[src/rtl/shadow_bank_pkg.sv]
package shadow_bank_pkg;
    localparam int GLB_SLOT_PROT = 0;
    localparam int GLB_SLOT_UPD  = 1;
endpackage

[src/rtl/shadow_glb_ctrl.sv]
module shadow_glb_ctrl
    import shadow_bank_pkg::*;
#(
    parameter int NUM_WIN = 4,
    parameter int DATA_W  = 16,
    parameter int SLOT_W  = 3
) (
    input  logic               clk,
    input  logic               rst_n,
    input  logic               wr_en_i,
    input  logic               wr_glb_i,
    input  logic [SLOT_W-1:0]  wr_slot_i,
    input  logic [DATA_W-1:0]  wr_data_i,
    output logic [NUM_WIN-1:0] prot_o,
    output logic               trig_o
);
    typedef struct packed {
        logic [NUM_WIN-1:0] prot;
    } ctrl_st_t;

    ctrl_st_t st_d, st_q;
    logic     prot_wr;

    always_comb begin
        st_d    = st_q;
        prot_wr = wr_en_i && wr_glb_i && (int'(wr_slot_i) == GLB_SLOT_PROT);
        trig_o  = wr_en_i && wr_glb_i && (int'(wr_slot_i) == GLB_SLOT_UPD) && wr_data_i[0];
        if (prot_wr) st_d.prot = wr_data_i[NUM_WIN-1:0];
    end

    always_ff @(posedge clk) begin
        if (!rst_n) st_q <= '0;
        else        st_q <= st_d;
    end

    assign prot_o = st_q.prot;

    // protect mask moves only on a write to its global slot
    assert_prot_hold_R5: assert property (@(posedge clk) disable iff (!rst_n)
        !(wr_en_i && wr_glb_i && int'(wr_slot_i) == GLB_SLOT_PROT) |=> $stable(prot_o));
endmodule

[src/rtl/shadow_win_slice.sv]
module shadow_win_slice #(
    parameter int WIN_IDX  = 0,
    parameter int NUM_SLOT = 8,
    parameter int DATA_W   = 16,
    parameter int SLOT_W   = 3
) (
    input  logic                             clk,
    input  logic                             rst_n,
    input  logic                             vsync_i,
    input  logic                             wr_en_i,
    input  logic [SLOT_W-1:0]                wr_slot_i,
    input  logic [DATA_W-1:0]                wr_data_i,
    input  logic                             trig_i,
    input  logic                             prot_i,
    output logic [NUM_SLOT-1:0][DATA_W-1:0]  work_o,
    output logic [NUM_SLOT-1:0][DATA_W-1:0]  act_o,
    output logic                             pend_o
);
    localparam int KEY_SLOT = NUM_SLOT - 1;
    localparam bit HAS_KEY  = (WIN_IDX != 0);

    typedef logic [NUM_SLOT-1:0][DATA_W-1:0] bank_t;
    typedef struct packed {
        bank_t work;
        bank_t act;
        logic  pend;
    } slice_st_t;

    slice_st_t st_d, st_q;
    logic      load;
    logic      wr_ok;

    always_comb begin
        st_d  = st_q;
        load  = vsync_i && st_q.pend && !prot_i;
        wr_ok = wr_en_i && (HAS_KEY || int'(wr_slot_i) != KEY_SLOT)
                && int'(wr_slot_i) < NUM_SLOT;
        if (load) st_d.act = st_q.work;
        st_d.pend = (st_q.pend && !load) || trig_i;
        if (wr_ok) st_d.work[wr_slot_i] = wr_data_i;
    end

    always_ff @(posedge clk) begin
        if (!rst_n) st_q <= '0;
        else        st_q <= st_d;
    end

    assign work_o = st_q.work;
    assign act_o  = st_q.act;
    assign pend_o = st_q.pend;

    // active copy holds unless an unprotected pending load fires
    assert_act_hold_R3: assert property (@(posedge clk) disable iff (!rst_n)
        (!vsync_i || prot_i || !pend_o) |=> $stable(act_o));
    // a load copies the pre-edge working values
    assert_load_copy_R4: assert property (@(posedge clk) disable iff (!rst_n)
        (vsync_i && pend_o && !prot_i) |=> (act_o == $past(work_o)));
    // a protected pending window stays pending
    assert_pend_keep_R5: assert property (@(posedge clk) disable iff (!rst_n)
        (prot_i && pend_o) |=> pend_o);

    if (!HAS_KEY) begin : g_nokey
        // window without colour key keeps that slot at zero
        assert_nokey_zero_R8: assert property (@(posedge clk) disable iff (!rst_n)
            (work_o[KEY_SLOT] == '0) && (act_o[KEY_SLOT] == '0));
    end
endmodule

[src/rtl/shadow_cfg_bank.sv]
module shadow_cfg_bank
    import shadow_bank_pkg::*;
#(
    parameter int NUM_WIN  = 4,
    parameter int NUM_SLOT = 8,
    parameter int DATA_W   = 16,
    localparam int WIN_W   = (NUM_WIN > 1) ? $clog2(NUM_WIN) : 1,
    localparam int SLOT_W  = (NUM_SLOT > 2) ? $clog2(NUM_SLOT) : 1
) (
    input  logic                               clk,
    input  logic                               rst_n,
    input  logic                               vsync,
    input  logic                               wr_en,
    input  logic                               wr_glb,
    input  logic [WIN_W-1:0]                   wr_win,
    input  logic [SLOT_W-1:0]                  wr_slot,
    input  logic [DATA_W-1:0]                  wr_data,
    input  logic                               rd_glb,
    input  logic                               rd_act,
    input  logic [WIN_W-1:0]                   rd_win,
    input  logic [SLOT_W-1:0]                  rd_slot,
    output logic [DATA_W-1:0]                  rd_data,
    output logic [NUM_WIN*NUM_SLOT*DATA_W-1:0] act_cfg,
    output logic [NUM_WIN-1:0]                 win_en
);
    logic [NUM_WIN-1:0][NUM_SLOT-1:0][DATA_W-1:0] work_all, act_all;
    logic [NUM_WIN-1:0] prot, pend;
    logic               trig;

    shadow_glb_ctrl #(.NUM_WIN(NUM_WIN), .DATA_W(DATA_W), .SLOT_W(SLOT_W)) u_ctrl (
        .clk(clk), .rst_n(rst_n), .wr_en_i(wr_en), .wr_glb_i(wr_glb),
        .wr_slot_i(wr_slot), .wr_data_i(wr_data), .prot_o(prot), .trig_o(trig)
    );

    for (genvar w = 0; w < NUM_WIN; w++) begin : g_win
        logic wr_sel;
        assign wr_sel = wr_en && !wr_glb && (wr_win == WIN_W'(w));
        shadow_win_slice #(.WIN_IDX(w), .NUM_SLOT(NUM_SLOT), .DATA_W(DATA_W),
                           .SLOT_W(SLOT_W)) u_slice (
            .clk(clk), .rst_n(rst_n), .vsync_i(vsync), .wr_en_i(wr_sel),
            .wr_slot_i(wr_slot), .wr_data_i(wr_data), .trig_i(trig),
            .prot_i(prot[w]), .work_o(work_all[w]), .act_o(act_all[w]),
            .pend_o(pend[w])
        );
        assign win_en[w] = act_all[w][0][0];
    end

    assign act_cfg = act_all;

    always_comb begin
        rd_data = '0;
        if (rd_glb) begin
            if (int'(rd_slot) == GLB_SLOT_PROT)     rd_data = DATA_W'(prot);
            else if (int'(rd_slot) == GLB_SLOT_UPD) rd_data = DATA_W'(|pend);
        end else if (int'(rd_win) < NUM_WIN && int'(rd_slot) < NUM_SLOT) begin
            rd_data = rd_act ? act_all[rd_win][rd_slot] : work_all[rd_win][rd_slot];
        end
    end

    // enables change only on a vsync edge
    assert_en_vsync_R7: assert property (@(posedge clk) disable iff (!rst_n)
        !vsync |=> $stable(win_en));
endmodule

[config.mk]
export PLATFORM = sky130hd
export DESIGN_NAME = shadow_cfg_bank
export DESIGN_NICKNAME = d
export VERILOG_FILES = /design/src/rtl/shadow_bank_pkg.sv /design/src/rtl/shadow_glb_ctrl.sv /design/src/rtl/shadow_win_slice.sv /design/src/rtl/shadow_cfg_bank.sv
export SDC_FILE = /design/constraint.sdc
export NUM_CORES = 2
export LEC_CHECK = 0
export CAP_MARGIN = 10
export CORE_MARGIN = 2
export CORE_UTILIZATION = 30
export DETAILED_ROUTE_END_ITERATION = 10
export DONT_BUFFER_PORTS = 1
export PLACE_DENSITY_LB_ADDON = 0.25
export RECOVER_POWER = 25
export SYNTH_ARGS = -nofsm -noshare
export SYNTH_HDL_FRONTEND = slang
export SYNTH_HIERARCHICAL = 1
export SYNTH_SLANG_ARGS = --single-unit
[constraint.sdc]
create_clock -name clk -period 3.62 [get_ports clk]
set_input_delay 0.543 -clock clk [delete_from_list [all_inputs] [get_ports clk]]
set_output_delay 0.543 -clock clk [all_outputs]
set_load 0.005 [all_outputs]
==> summary.md <==
| Metric | Value |
|---|---|
| Status | finished with violations |
| Failing checks | capacitance limit, slew limit, setup timing |
| Max cap viols | 10 |
| Lkg Pwr | 23.5 nW |
| Placed insts | 5776 |
| Peak VDD IR | 0.485 mV |
| Final hold vios | 0 |
| Routed WL | 218000 um |
| Final setup margin | -31.5 ps |
| Synthesized area per cell | between 10 and 15 um2 |
| CTS Sinks | 1032 |
| Largest net degree at the start of global routing | 1105 |
| RSZ-0062 raised after global routing | false |
| Worst hold slack | 65.8 ps |
| CP Capture Type | primary output |
| Crit start category | primary input |
| Slew margin rel. | -105% |
| Worst endpoint data arrival time | roughly 3100 ps |
| Layout cells sized above 1 | 14.1% |
| Worst setup path class | primary input to primary output |
| Final period util | 101% |
| Clk_skew | around 27 ps |
| Dominant cell type by area after synthesis | dfxtp_1 |
| CORE AREA | 0.148 mm2 |
| Hold Path Class | primary input to register |
| Finished Layout Cells | 6001 |
| CTS Buf Count | 110 |
| H-Tree Depth | 3 |
| GRT Total Usage | 27.5% |
| Synth Instances | 4079 |
| Die area | 0.153 mm2 |
| Site Rows | approximately 140 |
| Die Span Y | 391 um |
| Crit path to | rd_data[6] |
| CTS Buffer Depth | 3 |
| WHS Path Cells | 2 |
| Root buf cell | clkbuf_16 |
| Synth cell types | 57 |
| Period minus WS final | 3650 ps |
| Grt ovf | 0 |
| CP Launch Point | rd_slot[0] |
| PortBufs | 0 |
| YS warnings | 6 |
| Final Max Slew Viols | 314 |
| Initial DRC count | 3647 |
| Top cell type's share of synthesized area | 46.1% |
| Crit Reg-Reg Endpoint | g_win[2].u_slice/act_o[53]$_SDFFE_PN0P_ |
| Worst r2r src | u_ctrl/prot_o[2]$_SDFFE_PN0P_ |
| Most frequent cells in the layout | nand2_1 (1137), mux2i_1 (1057), dfxtp_1 (1018) |
| Top cells by area, synth | dfxtp_1 (46%), mux2i_1 (24%), mux4_2 (13%), nand2_1 (9.5%), buf_2 (1.5%) |
| DR WL/cell | 36.3 um |
| CP max FO | 73 |
| Fmax achieved | 274 MHz |
| Pwr Density | approximately 480 mW/mm2 |
| Starting Density | 30.3% |
| Placed inst area | about 0.047 mm2 |
| Fin util | 34.1% |
| Placer Congestion | 0.909 |
| Clk_lat worst skew | 750 ps |
| CTS clk-pin slew, worst paths | 60 ps |
| Most common cell after layout, fill and taps aside | nand2_1 |
| Reg2Reg Setup Slack | 260 ps |
| First-pass GRT wire length | 289000 um |
| Via count | 33400 |
| Number of synthesized register bits | 1032 |
| Die Wd | 391 um |
| Setup bufs post-CTS | 0 |
| I/O pin count | 565 |
| Post-synth ARST share | 0% |
| Worst reg2reg path depth | 3 |
| Worst Path Required | 3080 ps |
| TritonRoute pass-1 iters | 6 |
| HPWL Detailed | 151000 um |
| EDFF count, synth | 0 |
| Vias/cell | 5.57 |
| Setup violators final | 2 |
| # DRC | 0 |
| CTS tree | yes |
| Post-route cell area | between 0.05 and 0.06 mm2 |
| Post-Syn Area | 0.0448 mm2 |
| Worst-margin pin slew | 3070 ps |
| Initial antenna violation count | 11 |
| NumNets Final | 4010 |
| Vias in the first global route | between 30000 and 40000 |
| Register area share after synthesis | 46.1% |
| Area growth syn-to-layout | 12.7% |
| Synth Flop Type | dfxtp_1 |
| Synth Net Count | 4112 |
| Post-route ant nets | 0 |
-- through the flow --
step / power, mW / setup WS, ps / TNS, ps
6_report: 24.1 / -31.5 / -31.8
4_1_cts: 24.0 / 1.84 / 0
5_1_grt: 24.7 / 12.3 / 0
3_3_place_gp: 12.4 / 179 / 0
2_1_floorplan: 12.3 / 814 / 0
3_5_place_dp: 12.4 / 112 / 0
-- state kept, by name (all words and copies together), names as in the netlist --
name / count
g_win.u_slice/act_o: 512
g_win.u_slice/work_o: 512
g_win.u_slice/pend_o: 4
u_ctrl/prot_o: 4
-- where the power goes --
group	switching, mW	total (mW)	internal, mW	leakage (nW)
registers	0.0145	11.4	11.4	8.32
logic	0.710	1.00	0.290	13.3
clock network	5.01	11.7	6.72	1.84
total	5.73	24.1	18.4	23.5
-- cells by family (layout without fill, tap and decap cells) --
group / after synthesis / after routing / share of synthesized area (%)
simple gates: 1240 / 1240 / 11.2
compound gates: 133 / 133 / 2.24
buf+inv: 351 / 340 / 3.85
flops: 1032 / 1032 / 46.1
other cells: 0 / 3 / 0
mux: 1323 / 1323 / 36.7
-- layout make-up --
cell class | instances | area [um2]
Fill cell | 14700 | 97500
Multi-Input combinational cell | 2696 | 22500
Sequential cell | 1032 | 20700
Clock buffer | 170 | 3350
Tap cell | 1930 | 2410
Timing Repair Buffer | 117 | 1100
Clock inverter | 33 | 375
Inverter | 20 | 75.1
Antenna cell | 3 | 7.51
-- layer usage --
metal  track usage [%]  vias to the layer above  routed length, um
met5                 0                        -                  0
met2              41.7                     1678              95100
met3              14.0                      325              30900
met1              33.0                    17200              83400
li1                  -                    14300                  -
met4              10.3                        0               8690
-- cell usage after synthesis, drive strengths merged (9+ instances only) --
| cell | number |
|---|---|
| clkbuf | 133 |
| mux2 | 12 |
| a22oi | 37 |
| a21oi | 14 |
| mux2i | 1057 |
| nor2 | 16 |
| and3 | 9 |
| o21ai | 9 |
| dfxtp | 1032 |
| a22o | 12 |
| nand2 | 1138 |
| buf | 198 |
| inv | 20 |
| o221ai | 13 |
| nand4b | 12 |
| mux4 | 254 |
-- worst min-delay path by stage --
| stage | start | end | slack (ps) |
|---|---|---|---|
| floorplan | g_win[0].u_slice/work_o[113]$_SDFFE_PN0P_ | g_win[0].u_slice/work_o[113]$_SDFFE_PN0P_ | 420 |
| global placement | g_win[0].u_slice/work_o[112]$_SDFFE_PN0P_ | g_win[0].u_slice/work_o[112]$_SDFFE_PN0P_ | 440 |
| detailed placement | g_win[0].u_slice/work_o[125]$_SDFFE_PN0P_ | g_win[0].u_slice/work_o[125]$_SDFFE_PN0P_ | 450 |
| CTS | rst_n | g_win[1].u_slice/act_o[51]$_SDFFE_PN0P_ | 0.9 |
| global route | wr_slot[0] | g_win[2].u_slice/work_o[95]$_SDFFE_PN0P_ | 60 |
| finish | wr_slot[0] | g_win[2].u_slice/work_o[95]$_SDFFE_PN0P_ | 70 |
-- worst max-delay path: stages --
cell and delay [ps]:
nor2_4 770, a22oi_1 440, and3_1 320, o31ai_1 500
buf_4 270, buf_4 120
-- timing repair --
item                                   4_1_cts  5_1_grt
hold buffers                                12        1
gates resized for setup                      1       19
pin swaps                                    0        1
endpoints found under the hold margin        6       14
cloned                                       0        2
setup endpoints to repair                    1       18
(Power assumes the default switching activity.)
